--- src/rtl/rxp_pkg.sv ---
package rxp_pkg;

    localparam int WORD_W = 32;

    typedef logic [WORD_W-1:0] word_t;

    typedef enum logic [1:0] {
        PORT_NONE,
        PORT_STS_POP,
        PORT_STS_PEEK,
        PORT_DATA
    } port_sel_e;

    // head of a queue as seen by the read mux
    typedef struct packed {
        logic  avail;
        word_t word;
    } head_t;

    // word returned for a head: zero when nothing is there
    function automatic word_t head_value(head_t h);
        return h.avail ? h.word : '0;
    endfunction

endpackage

--- src/rtl/rxp_fifo.sv ---
module rxp_fifo #(
    parameter int DEPTH = 4,
    parameter int W     = 32,
    localparam int PTR_W = (DEPTH > 1) ? $clog2(DEPTH) : 1,
    localparam int CNT_W = $clog2(DEPTH + 1)
) (
    input  logic             clk,
    input  logic             rst,
    input  logic             push,
    input  logic [W-1:0]     din,
    input  logic             pop,
    output logic [W-1:0]     head,
    output logic             empty,
    output logic             full,
    output logic [CNT_W-1:0] count
);

    localparam logic [PTR_W-1:0] LAST_PTR = PTR_W'(DEPTH - 1);
    localparam logic [CNT_W-1:0] FULL_CNT = CNT_W'(DEPTH);

    logic [W-1:0]     mem [DEPTH];
    logic [PTR_W-1:0] wr_ptr;
    logic [PTR_W-1:0] rd_ptr;
    logic             do_push;
    logic             do_pop;

    assign empty   = (count == '0);
    assign full    = (count == FULL_CNT);
    assign do_push = push && !full;
    assign do_pop  = pop && !empty;
    assign head    = mem[rd_ptr];

    always_ff @(posedge clk) begin
        if (do_push) begin
            mem[wr_ptr] <= din;
        end
    end

    always_ff @(posedge clk) begin
        if (rst) begin
            wr_ptr <= '0;
            rd_ptr <= '0;
            count  <= '0;
        end else begin
            if (do_push) begin
                wr_ptr <= (wr_ptr == LAST_PTR) ? '0 : wr_ptr + 1'b1;
            end
            if (do_pop) begin
                rd_ptr <= (rd_ptr == LAST_PTR) ? '0 : rd_ptr + 1'b1;
            end
            case ({do_push, do_pop})
                2'b10:   count <= count + 1'b1;
                2'b01:   count <= count - 1'b1;
                default: count <= count;
            endcase
        end
    end

    AST_NO_OVERFLOW: assert property (@(posedge clk) disable iff (rst)
        count <= FULL_CNT) else $error("queue count above depth");

    AST_FULL_DROPS_PUSH: assert property (@(posedge clk) disable iff (rst)
        (full && push && !pop) |=> (full && $stable(wr_ptr))) else $error("push accepted while full");

    AST_EMPTY_POP_SAFE: assert property (@(posedge clk) disable iff (rst)
        (empty && pop && !push) |=> (empty && $stable(rd_ptr))) else $error("pop moved pointer while empty");

endmodule

--- src/rtl/rxp_decode.sv ---
module rxp_decode
    import rxp_pkg::*;
#(
    parameter int ADDR_W        = 6,
    parameter int ALIAS_LOG2    = 3,
    parameter int DATA_BASE     = 0,
    parameter int STS_POP_ADDR  = 16,
    parameter int STS_PEEK_ADDR = 17
) (
    input  logic [ADDR_W-1:0] addr,
    input  logic              narrow,
    output port_sel_e         sel
);

    localparam logic [ADDR_W:0]   WIN_WIDE   = (ADDR_W+1)'(1) << ALIAS_LOG2;
    localparam logic [ADDR_W:0]   WIN_NARROW = (ADDR_W+1)'(1) << (ALIAS_LOG2 + 1);
    localparam logic [ADDR_W-1:0] BASE_A     = ADDR_W'(DATA_BASE);
    localparam logic [ADDR_W-1:0] POP_A      = ADDR_W'(STS_POP_ADDR);
    localparam logic [ADDR_W-1:0] PEEK_A     = ADDR_W'(STS_PEEK_ADDR);

    logic [ADDR_W-1:0] offs;
    logic              data_hit;

    // addresses below the base wrap high and miss the window
    assign offs     = addr - BASE_A;
    assign data_hit = narrow ? ({1'b0, offs} < WIN_NARROW)
                             : ({1'b0, offs} < WIN_WIDE);

    always_comb begin
        if (addr == POP_A) begin
            sel = PORT_STS_POP;
        end else if (addr == PEEK_A) begin
            sel = PORT_STS_PEEK;
        end else if (data_hit) begin
            sel = PORT_DATA;
        end else begin
            sel = PORT_NONE;
        end
    end

endmodule

--- src/rtl/rx_host_port.sv ---
module rx_host_port
    import rxp_pkg::*;
#(
    parameter int ADDR_W        = 6,
    parameter int STS_DEPTH     = 4,
    parameter int DAT_DEPTH     = 16,
    parameter int ALIAS_LOG2    = 3,
    parameter int DATA_BASE     = 0,
    parameter int STS_POP_ADDR  = 16,
    parameter int STS_PEEK_ADDR = 17
) (
    input  logic              clk,
    input  logic              rst,
    input  logic              bus_narrow,
    input  logic              host_rd,
    input  logic              host_wr,
    input  logic [ADDR_W-1:0] host_addr,
    output logic [31:0]       host_rdata,
    input  logic              sts_push,
    input  logic [31:0]       sts_din,
    output logic              sts_full,
    input  logic              dat_push,
    input  logic [31:0]       dat_din,
    output logic              dat_full,
    output logic              dat_underrun
);

    localparam int STS_CW = $clog2(STS_DEPTH + 1);
    localparam int DAT_CW = $clog2(DAT_DEPTH + 1);

    port_sel_e         sel;
    logic              rd_q;
    logic              rd_start;
    logic              sts_pop;
    logic              dat_pop;
    logic              sts_empty;
    logic              dat_empty;
    word_t             sts_head_w;
    word_t             dat_head_w;
    head_t             sts_head;
    head_t             dat_head;
    word_t             rdata_next;
    logic [STS_CW-1:0] sts_count;
    logic [DAT_CW-1:0] dat_count;

    rxp_decode #(
        .ADDR_W       (ADDR_W),
        .ALIAS_LOG2   (ALIAS_LOG2),
        .DATA_BASE    (DATA_BASE),
        .STS_POP_ADDR (STS_POP_ADDR),
        .STS_PEEK_ADDR(STS_PEEK_ADDR)
    ) u_decode (
        .addr  (host_addr),
        .narrow(bus_narrow),
        .sel   (sel)
    );

    rxp_fifo #(.DEPTH(STS_DEPTH), .W(WORD_W)) u_sts_q (
        .clk  (clk),
        .rst  (rst),
        .push (sts_push),
        .din  (sts_din),
        .pop  (sts_pop),
        .head (sts_head_w),
        .empty(sts_empty),
        .full (sts_full),
        .count(sts_count)
    );

    rxp_fifo #(.DEPTH(DAT_DEPTH), .W(WORD_W)) u_dat_q (
        .clk  (clk),
        .rst  (rst),
        .push (dat_push),
        .din  (dat_din),
        .pop  (dat_pop),
        .head (dat_head_w),
        .empty(dat_empty),
        .full (dat_full),
        .count(dat_count)
    );

    // one access per strobe: act only in its first cycle
    assign rd_start = host_rd && !rd_q;
    assign sts_head = '{avail: !sts_empty, word: sts_head_w};
    assign dat_head = '{avail: !dat_empty, word: dat_head_w};
    assign sts_pop  = rd_start && (sel == PORT_STS_POP) && !sts_empty;
    assign dat_pop  = rd_start && (sel == PORT_DATA) && !dat_empty;

    always_comb begin
        case (sel)
            PORT_STS_POP,
            PORT_STS_PEEK: rdata_next = head_value(sts_head);
            PORT_DATA:     rdata_next = head_value(dat_head);
            default:       rdata_next = '0;
        endcase
    end

    always_ff @(posedge clk) begin
        if (rst) begin
            rd_q         <= 1'b0;
            host_rdata   <= '0;
            dat_underrun <= 1'b0;
        end else begin
            rd_q <= host_rd;
            if (rd_start) begin
                host_rdata <= rdata_next;
                if (sel == PORT_DATA && dat_empty) begin
                    dat_underrun <= 1'b1;
                end
            end
        end
    end

    AST_SINGLE_ACCESS: assert property (@(posedge clk) disable iff (rst)
        (host_rd && $past(host_rd) && !sts_push && !dat_push)
        |=> ($stable(sts_count) && $stable(dat_count))) else $error("held strobe accessed twice");

    AST_PEEK_KEEPS: assert property (@(posedge clk) disable iff (rst)
        (host_rd && !$past(host_rd) && host_addr == ADDR_W'(STS_PEEK_ADDR) && !sts_push)
        |=> $stable(sts_count)) else $error("peek removed an entry");

    AST_WRITE_IGNORED: assert property (@(posedge clk) disable iff (rst)
        (host_wr && !host_rd && !sts_push && !dat_push)
        |=> ($stable(sts_count) && $stable(dat_count) && $stable(host_rdata))) else $error("write changed state");

    AST_UNDERRUN_STICKY: assert property (@(posedge clk) disable iff (rst)
        dat_underrun |=> dat_underrun) else $error("underrun flag cleared");

    AST_EMPTY_STS_ZERO: assert property (@(posedge clk) disable iff (rst)
        (rd_start && sts_empty && (sel == PORT_STS_POP || sel == PORT_STS_PEEK))
        |=> (host_rdata == '0)) else $error("empty status read not zero");

    AST_RDATA_HOLDS: assert property (@(posedge clk) disable iff (rst)
        (!host_rd && !rd_start) |=> $stable(host_rdata)) else $error("read data moved without strobe");

endmodule

--- config.mk ---
export PLATFORM = sky130hd
export DESIGN_NAME = rx_host_port
export DESIGN_NICKNAME = d
export VERILOG_FILES = /design/src/rtl/rxp_pkg.sv /design/src/rtl/rxp_fifo.sv /design/src/rtl/rxp_decode.sv /design/src/rtl/rx_host_port.sv
export SDC_FILE = /design/constraint.sdc
export NUM_CORES = 1
export LEC_CHECK = 0
export CAP_MARGIN = 20
export CORE_MARGIN = 3
export CORE_UTILIZATION = 48
export DETAILED_ROUTE_END_ITERATION = 10
export GPL_ROUTABILITY_DRIVEN = 0
export GPL_TIMING_DRIVEN = 0
export PLACE_DENSITY = 0.77
export RECOVER_POWER = 100
export SYNTH_ARGS = -nofsm -noshare
export SYNTH_HDL_FRONTEND = slang
export SYNTH_SLANG_ARGS = --single-unit
--- constraint.sdc ---
create_clock -name clk -period 5.1 [get_ports clk]
set_input_delay 1.02 -clock clk [delete_from_list [all_inputs] [get_ports clk]]
set_output_delay 1.02 -clock clk [all_outputs]
set_load 0.01 [all_outputs]
# Word-level counts from Yosys, hierarchy flattened
# Memories as Yosys holds them, arrays and structs flattened. A register that Yosys moved wholly into a read port is not among the register bits.
# Index checks and enable logic that the tools add are counted.
[totals] wordCells=78 ram_bits=640 regBits=54 memories=2
[memory_table] memory="u_dat_q.mem" depth=16 word_bits=32 read_ports=1 rd_clocked_by_memory_dff=1 write_ports=1 line="rxp_fifo.sv:21" text="logic [W-1:0] mem [DEPTH];"
[memory_table] memory="u_sts_q.mem" depth=4 word_bits=32 read_ports=1 rd_clocked_by_memory_dff=1 write_ports=1 line="rxp_fifo.sv:21"
[classes] muxes=21 n_addsub=8 eq_ne=15 order_cmp=2 n_reduce_logical=21
[op_table] op="$mux W32" count=2
[op_table] op="$pmux W32 S2" count=1
[op_table] op="$mux W4" count=4
[op_table] op="$mux W2" count=7
[op_table] op="$eq A2 B2 Y1 const B" count=6
[op_table] op="$eq A6 B5 Y1 const B" count=2
[op_table] op="$logic_and A1 B1 Y1" count=10
[op_table] op="$pmux W5 S2" count=1
[op_table] op="$add A4 B1 Y4 const B" count=2
[op_table] op="$eq A4 B4 Y1 const B" count=2
[op_table] op="$eq A2 B1 Y1 const B" count=3
[op_table] op="$lt A6 B4 Y1 const B" count=1
[op_table] op="$lt A6 B5 Y1 const B" count=1
[op_table] op="$pmux W3 S2" count=1
[op_table] op="$add A5 B1 Y5 const B" count=1
[op_table] op="$eq A5 B5 Y1 const B" count=1
[op_table] op="$logic_not A1 Y1" count=5
[op_table] op="$logic_not A5 Y1" count=1
[op_table] op="$mux W1" count=5
[op_table] op="$sub A5 B1 Y5 const B" count=1
[op_table] op="$add A2 B1 Y2 const B" count=2
[op_table] op="$reduce_bool A2 Y1" count=2
[op_table] op="$add A3 B1 Y3 const B" count=1
[op_table] op="$eq A3 B3 Y1 const B" count=1
[op_table] op="4 further kinds" count=4

# Depth between registers and ports, before layout
[depth] ltp_word=11 mapped_depth=16

# Cells and area by module
# Synthesis repeated with hierarchy kept, for this count alone.
[hier_totals] cells_unflattened=1186 hier_area_um2=27111.0
[modules_own_cells] mod="rxp_fifo (u_dat_q)" area_per_inst_um2=20553.5 instances=1 cells_each=829 seq_area_each_um2=15715.1
[modules_own_cells] mod="rxp_fifo (u_sts_q)" area_per_inst_um2=5102.4 instances=1 cells_each=221 seq_area_each_um2=4023.9
[modules_own_cells] mod="rx_host_port" area_per_inst_um2=1401.3 instances=1 cells_each=129 seq_area_each_um2=680.7
[modules_own_cells] mod="rxp_decode" area_per_inst_um2=53.8 instances=1 cells_each=7 seq_area_each_um2=0.0

# Least setup slack after synthesis
# Ideal clock, no wire load.
[synth_timing] path_type="input-to-reg" start="in host_addr[1]" end="reg u_dat_q.count[4]" path_slack_ps=974 t_arrival_ps=4006 path_buffers=1 stages=16 required_time_ps=4979 cell_sequence="or3b_2 -> a21oi_1 -> nor2_1 -> nor2_1 -> ha_1 -> and3b_1 -> o21ai_2 -> inv_1 -> ha_1 -> clkbuf_1 -> xor2_1 -> ha_1 -> o21a_1 -> o21a_1 -> o32ai_1 -> mux2_2"
[synth_between] elab_chain_cells=11 elab_cells_between_ends=16
[synth_lines] item="start: declaration" line="rx_host_port.sv:17" text="input logic [ADDR_W-1:0] host_addr,"
[synth_lines] item="$lt A6 B4 Y1 / $lt A6 B5 Y1 (equally long branches)" line="rxp_decode.sv:27, rxp_decode.sv:26"
[synth_lines] item="$mux W1" line="rxp_decode.sv:26" text="assign data_hit = narrow ? ({1'b0, offs} < WIN_NARROW)"
[synth_lines] item="$mux W2" line="rxp_decode.sv:34" text="end else if (data_hit) begin"
[synth_lines] item="$mux W2" line="rxp_decode.sv:32" text="end else if (addr == PEEK_A) begin"
[synth_lines] item="$mux W2 (*)" line="rxp_decode.sv:30" text="if (addr == POP_A) begin"
[synth_lines] item="$eq A2 B2 Y1 (*)" line="rx_host_port.sv:87" text="assign dat_pop = rd_start && (sel == PORT_DATA) && !dat_empty;"
[synth_lines] item="$logic_and A1 B1 Y1 (*) (2 in series)" line="rx_host_port.sv:87"
[synth_lines] item="$logic_and A1 B1 Y1 (*)" line="rxp_fifo.sv:30" text="assign do_pop = pop && !empty;"
[synth_lines] item="$eq A2 B1 Y1 / $eq A2 B2 Y1 (equally long branches)" line="rxp_fifo.sv:51" text="case ({do_push, do_pop})"
[synth_lines] item="$pmux W5 S2 / $reduce_bool A2 Y1 (equally long branches)"
[synth_lines] item="end signal: assignment" line="rxp_fifo.sv:52" text="2'b10: count <= count + 1'b1;"
[synth_lines] item="end signal: assignment" line="rxp_fifo.sv:53" text="2'b01: count <= count - 1'b1;"
[synth_lines] item="end signal: assignment" line="rxp_fifo.sv:54" text="default: count <= count;"
[synth_lines] item="end: declaration" line="rxp_fifo.sv:15" text="output logic [CNT_W-1:0] count"
# Every way passes the cells marked *; elsewhere a longest branch is shown, timed or not.
# A chain may end at the register's enable or synchronous reset.

# Worst setup path in the final report
[layout_timing] start="reg u_dat_q.count[2]" end="mem u_dat_q.mem[5][14], enable pin"
[layout_between] elab_chain_cells=5
[layout_lines] item="$eq A5 B5 Y1" line="rxp_fifo.sv:28" text="assign full = (count == FULL_CNT);"
[layout_lines] item="$logic_not A1 Y1" line="rxp_fifo.sv:29" text="assign do_push = push && !full;"
[layout_lines] item="$logic_and A1 B1 Y1" line="rxp_fifo.sv:29"
[layout_lines] item="$mux W1" line="rxp_fifo.sv:34" text="if (do_push) begin"
[layout_lines] item="$mux W1 (not written as such)" line="rxp_fifo.sv:35" text="mem[wr_ptr] <= din;"
[layout_lines] item="end: declaration" line="rxp_fifo.sv:21"
# No other way between the ends.

==> impl_summary.md <==
Status
The flow ran to the end, but the final reports show violations. The final reports fail on capacitance limit, slew limit.

Detailed routing
Detailed routing inserted a total of 13,300 vias. The first detailed-routing pass ran for 5 iterations. Once detail routing completed, the nets flagged for antenna violations numbered 0. The final routed wire length divided by cell count is 27.0 um. The detailed router finished its first iteration with 1,440 violations. Summed over all layers, the routed wires come to 60,900 um.

Using the TritonRoute via totals, the vias-per-cell ratio works out to 5.90. The detailed-route DRC error count is 0.

Synthesis
The cell area after synthesis is 26,900 um2. The fraction of the mapped netlist area in compound gates was 0.0293. Synthesis handed over a netlist of between 1,000 and 1,500 instances.

Of the total synthesized cell area, the portion taken by full adders, half adders and majority gates is 0.00867. Dividing the synthesized area by the synthesized cell count gives 21.5 um2. The share of flip-flops with an asynchronous set or reset after synthesis is 0. The main flop type after synthesis is sky130_fd_sc_hd__edfxtp_1. Of the total synthesized cell area, the portion taken by AND, OR, NAND and NOR gates is 0.0235. The flip-flop and latch count after synthesis is 700.

Yosys mapped a number of flops with a built-in enable equal to 640. The proportion of synthesized area in mux cells is 0.161. The dominant combinational cell family by area after synthesis is multiplexers. Yosys printed 0 warnings. The number of nets in the synthesized netlist is between 1,000 and 1,500.

The number of distinct library cells after synthesis is 47. For this run, the register share of the synthesized area comes to 0.760. The xor/xnor cell area share of the yosys netlist is 0.00261.

Layout
The multi-input combinational cell area is 6030 um2. Leaving out fill and tap cells, the most frequent cells in the layout are sky130_fd_sc_hd__edfxtp_1, sky130_fd_sc_hd__mux4_2, sky130_fd_sc_hd__dlygate4sd3_1. In the final layout, flip-flops and latches occupy around 20,000 um2.

The layout net count is 1,549. Of the cells placed in the final design, the portion with a size suffix greater than 1 is 0.208. The library cell used most frequently in the layout, excluding fill and tap cells, is sky130_fd_sc_hd__edfxtp_1.

The non-filler instance count after layout is 2,257. The filler cells instantiated in the layout total 3,960. The area growth from synthesis to layout is 16.2%.

Clocking
The number of buffers inserted during clock tree synthesis is 68. The CTS tree is done. The insertion delay to the later sink of the worst-skew pair is approximately 600 ps. In this run the number of H-tree levels came out at 3.

Gates resized during post-CTS repair numbered 0. The clock passes through at most 3 buffers. Post-CTS timing repair inserted 0 buffers for setup.

The number of hold-repair buffers added at the cts stage is 0. The register clock-pin slew on the reported worst setup and hold paths is about 60 ps. The root buffer cell chosen for the clock tree is sky130_fd_sc_hd__clkbuf_16. The tree built by TritonCTS fans out to 700 sinks.

Pwr
The relative contribution of combinational cells to total power is 0.031. Summed over all cells, the static leakage comes to 9.74 nW. The peak supply drop is 0.224 mV.

For this design the ratio of total power to cell area is 378 nW/um2. Of the total power, registers draw 0.543. Of the total power, the clock network draws 0.426. Summed over all nets, the switching power comes to between 0.002 and 0.0025 W.

Of the total power, the share spent switching nets is 0.196. The internal power contribution is ~0.0095 W.

Timing
Setup repair after global routing left no endpoint under its margin. Measured against its own limit, the worst slew margin works out to -0.641. For the final database, setup skew stands at 16.8 ps. The number of pins with negative max-slew slack in the final report was between 200 and 300.

The number of endpoints failing setup at the final stage is 0. The fraction of the cycle the final worst path needs is 0.921. At the pin with the least slew margin, the transition time is 2460 ps. The maximum frequency from static timing analysis is 0.213 GHz. The count of endpoints failing hold in the final timing report is 0. In the final timing run, aggregate negative setup slack is 0 ps.

Counting I/O delays and the setup requirement, the final critical path takes 4700 ps.

GRT
Across every metal layer, demand over resource in global routing totals 0.210. The initial antenna violation count came to 2. The global-route wire length before repair is ~90,000 um. The via count of the first global-routing pass is approximately 14,000. For this run the aggregate overflow at the end of global routing stands at 0.

Entering global routing, the biggest net connects 33 pins.

Critical path
Along the worst path, the maximum fanout reaches 17. The start-to-end type of the worst setup path is reg2reg. The required time of the worst setup path is between 5000 and 6000 ps. The arrival time of the worst setup path is 4880 ps.

The worst setup path is launched from a register. The worst setup path is captured at a register.

Placed design
The total of buffers placed on input and output ports is 109. The HPWL reported at the end of detailed placement is 39,200 um. Counting tap cells, the placed design contains a total of 2,132 instances.

Floorplan
The area of the core region is 55,200 um2. The floorplan step defined a die boundary enclosing between 50,000 and 60,000 um2. The number of I/O pins is 112. The width of the die is 243 um. The starting density of the core is 0.486. The standard-cell row count is 86. In this run the vertical extent of the chip is 243 um.

Run
Across the run, the number of max-cap violations was 14.

Hold path
The tightest min-delay check is of the reg2reg type.
critical path: stages, from the launching register on:
cell and delay (ps):
sky130_fd_sc_hd__dfxtp_1 300, sky130_fd_sc_hd__clkbuf_1 280, sky130_fd_sc_hd__or4_2 190, sky130_fd_sc_hd__clkbuf_1 430
sky130_fd_sc_hd__o21a_1 350, sky130_fd_sc_hd__nand2_1 200, sky130_fd_sc_hd__nor2_1 1390, sky130_fd_sc_hd__clkbuf_1 1130
stage by stage:
| step | cell area (um2) | hold slack [ps] | setup WS, ps | total power, W | util |
|---|---|---|---|---|---|
| 3_3_place_gp | 28900 | 472 | -1740 | 0.00688 | 0.523 |
| 3_5_place_dp | 29400 | 475 | 165 | 0.00692 | 0.533 |
| 5_1_grt | 31200 | 499 | 236 | 0.0121 | 0.565 |
| 4_1_cts | 31700 | 492 | 749 | 0.0119 | 0.574 |
| 6_report | 31200 | 483 | 404 | 0.0118 | 0.565 |
| 2_1_floorplan | 26900 | 459 | 974 | 0.00668 | - |
cell type report:
cell class	instances	share of cell area
Timing Repair Buffer	134	0.0380
Multi-Input combinational cell	472	0.193
Inverter	12	0.00144
Antenna cell	2	0.000160
Buffer	66	0.0106
Clock inverter	25	0.00903
Sequential cell	700	0.655
Tap cell	748	0.0300
Clock buffer	98	0.0628
logic make-up (layout without fill, tap and decap cells):
| family | count (synthesis) | in the layout |
|---|---|---|
| adder cells (fa/ha/maj) | 18 | 18 |
| XOR/XNOR | 8 | 8 |
| buffers and inverters | 78 | 335 |
| multiplexers | 232 | 232 |
| AO/OA/AOI/OAI | 97 | 97 |
| AND/OR/NAND/NOR | 117 | 117 |
| other | 0 | 2 |
| flip-flops | 700 | 700 |
power groups by stage:
| stage | clock network (W) | logic [W] | registers [W] |
|---|---|---|---|
| 2_1_floorplan | 0 | 0.000167 | 0.00652 |
| 3_3_place_gp | 0 | 0.000359 | 0.00652 |
| 3_5_place_dp | 0 | 0.000394 | 0.00652 |
| 4_1_cts | 0.00508 | 0.000400 | 0.00640 |
| 5_1_grt | 0.00531 | 0.000398 | 0.00641 |
| 6_report | 0.00502 | 0.000368 | 0.00641 |
routing by layer:
| layer | up-vias | part of all wire | GRT usage |
|---|---|---|---|
| li1 | 5583 | - | - |
| met1 | 6959 | 0.38 | 0.277 |
| met2 | 620 | 0.49 | 0.338 |
| met3 | 141 | 0.091 | 0.0574 |
| met4 | 4 | 0.034 | 0.0792 |
| met5 | - | 0.00044 | 0 |
path summary, 6_finish.rpt:
check	cells after the start	to	slack (ps)	startpoint
setup / recovery	7	u_dat_q.mem[5][14]	400	u_dat_q.count[2]
hold / removal	2	dat_underrun	480	dat_underrun
setup reg to reg	7	u_dat_q.mem[5][14]	400	u_dat_q.count[2]
hold reg to reg	2	dat_underrun	480	dat_underrun
synthesized netlist by cell type (2+ instances only):
cell	instances	area [um2]
sky130_fd_sc_hd__nor3b_1	4	30.0
sky130_fd_sc_hd__mux4_2	160	3600
sky130_fd_sc_hd__xor2_1	8	70.1
sky130_fd_sc_hd__and3b_1	2	17.5
sky130_fd_sc_hd__dfxtp_1	60	1200
sky130_fd_sc_hd__clkbuf_1	29	109
sky130_fd_sc_hd__a21o_1	2	15.0
sky130_fd_sc_hd__nor3_1	6	30.0
sky130_fd_sc_hd__buf_6	5	56.3
sky130_fd_sc_hd__o211ai_1	23	173
sky130_fd_sc_hd__buf_1	4	15.0
sky130_fd_sc_hd__a311o_1	2	20.0
sky130_fd_sc_hd__o21a_1	2	15.0
sky130_fd_sc_hd__mux2i_1	71	711
sky130_fd_sc_hd__or2_1	30	188
sky130_fd_sc_hd__ha_1	17	213
sky130_fd_sc_hd__or3b_2	2	17.5
sky130_fd_sc_hd__o21ai_0	5	25.0
sky130_fd_sc_hd__and2_1	4	25.0
sky130_fd_sc_hd__inv_1	11	41.3
sky130_fd_sc_hd__or3_1	5	31.3
sky130_fd_sc_hd__nand2_1	9	33.8
sky130_fd_sc_hd__nand2b_1	3	18.8
sky130_fd_sc_hd__or2_2	5	31.3
sky130_fd_sc_hd__buf_2	20	100
sky130_fd_sc_hd__nor2b_1	4	25.0
sky130_fd_sc_hd__a31oi_1	2	12.5
sky130_fd_sc_hd__a22oi_1	32	240
sky130_fd_sc_hd__o211ai_2	11	138
sky130_fd_sc_hd__edfxtp_1	640	19200
sky130_fd_sc_hd__buf_4	8	60.1
sky130_fd_sc_hd__a21oi_1	12	60.1
sky130_fd_sc_hd__nor2_1	38	143
registers in the layout (all words and copies together) (netlist names), named ones only:
| signal | cells |
|---|---|
| u_sts_q.rd_ptr | 2 |
| dat_underrun | 1 |
| u_dat_q.count | 5 |
| u_dat_q.rd_ptr | 4 |
| rd_q | 1 |
| u_sts_q.mem | 128 |
| u_sts_q.count | 3 |
| u_dat_q.wr_ptr | 4 |
| u_sts_q.wr_ptr | 2 |
| u_dat_q.mem | 512 |
| host_rdata | 32 |
Note: power is estimated with default switching activity, not from simulation.
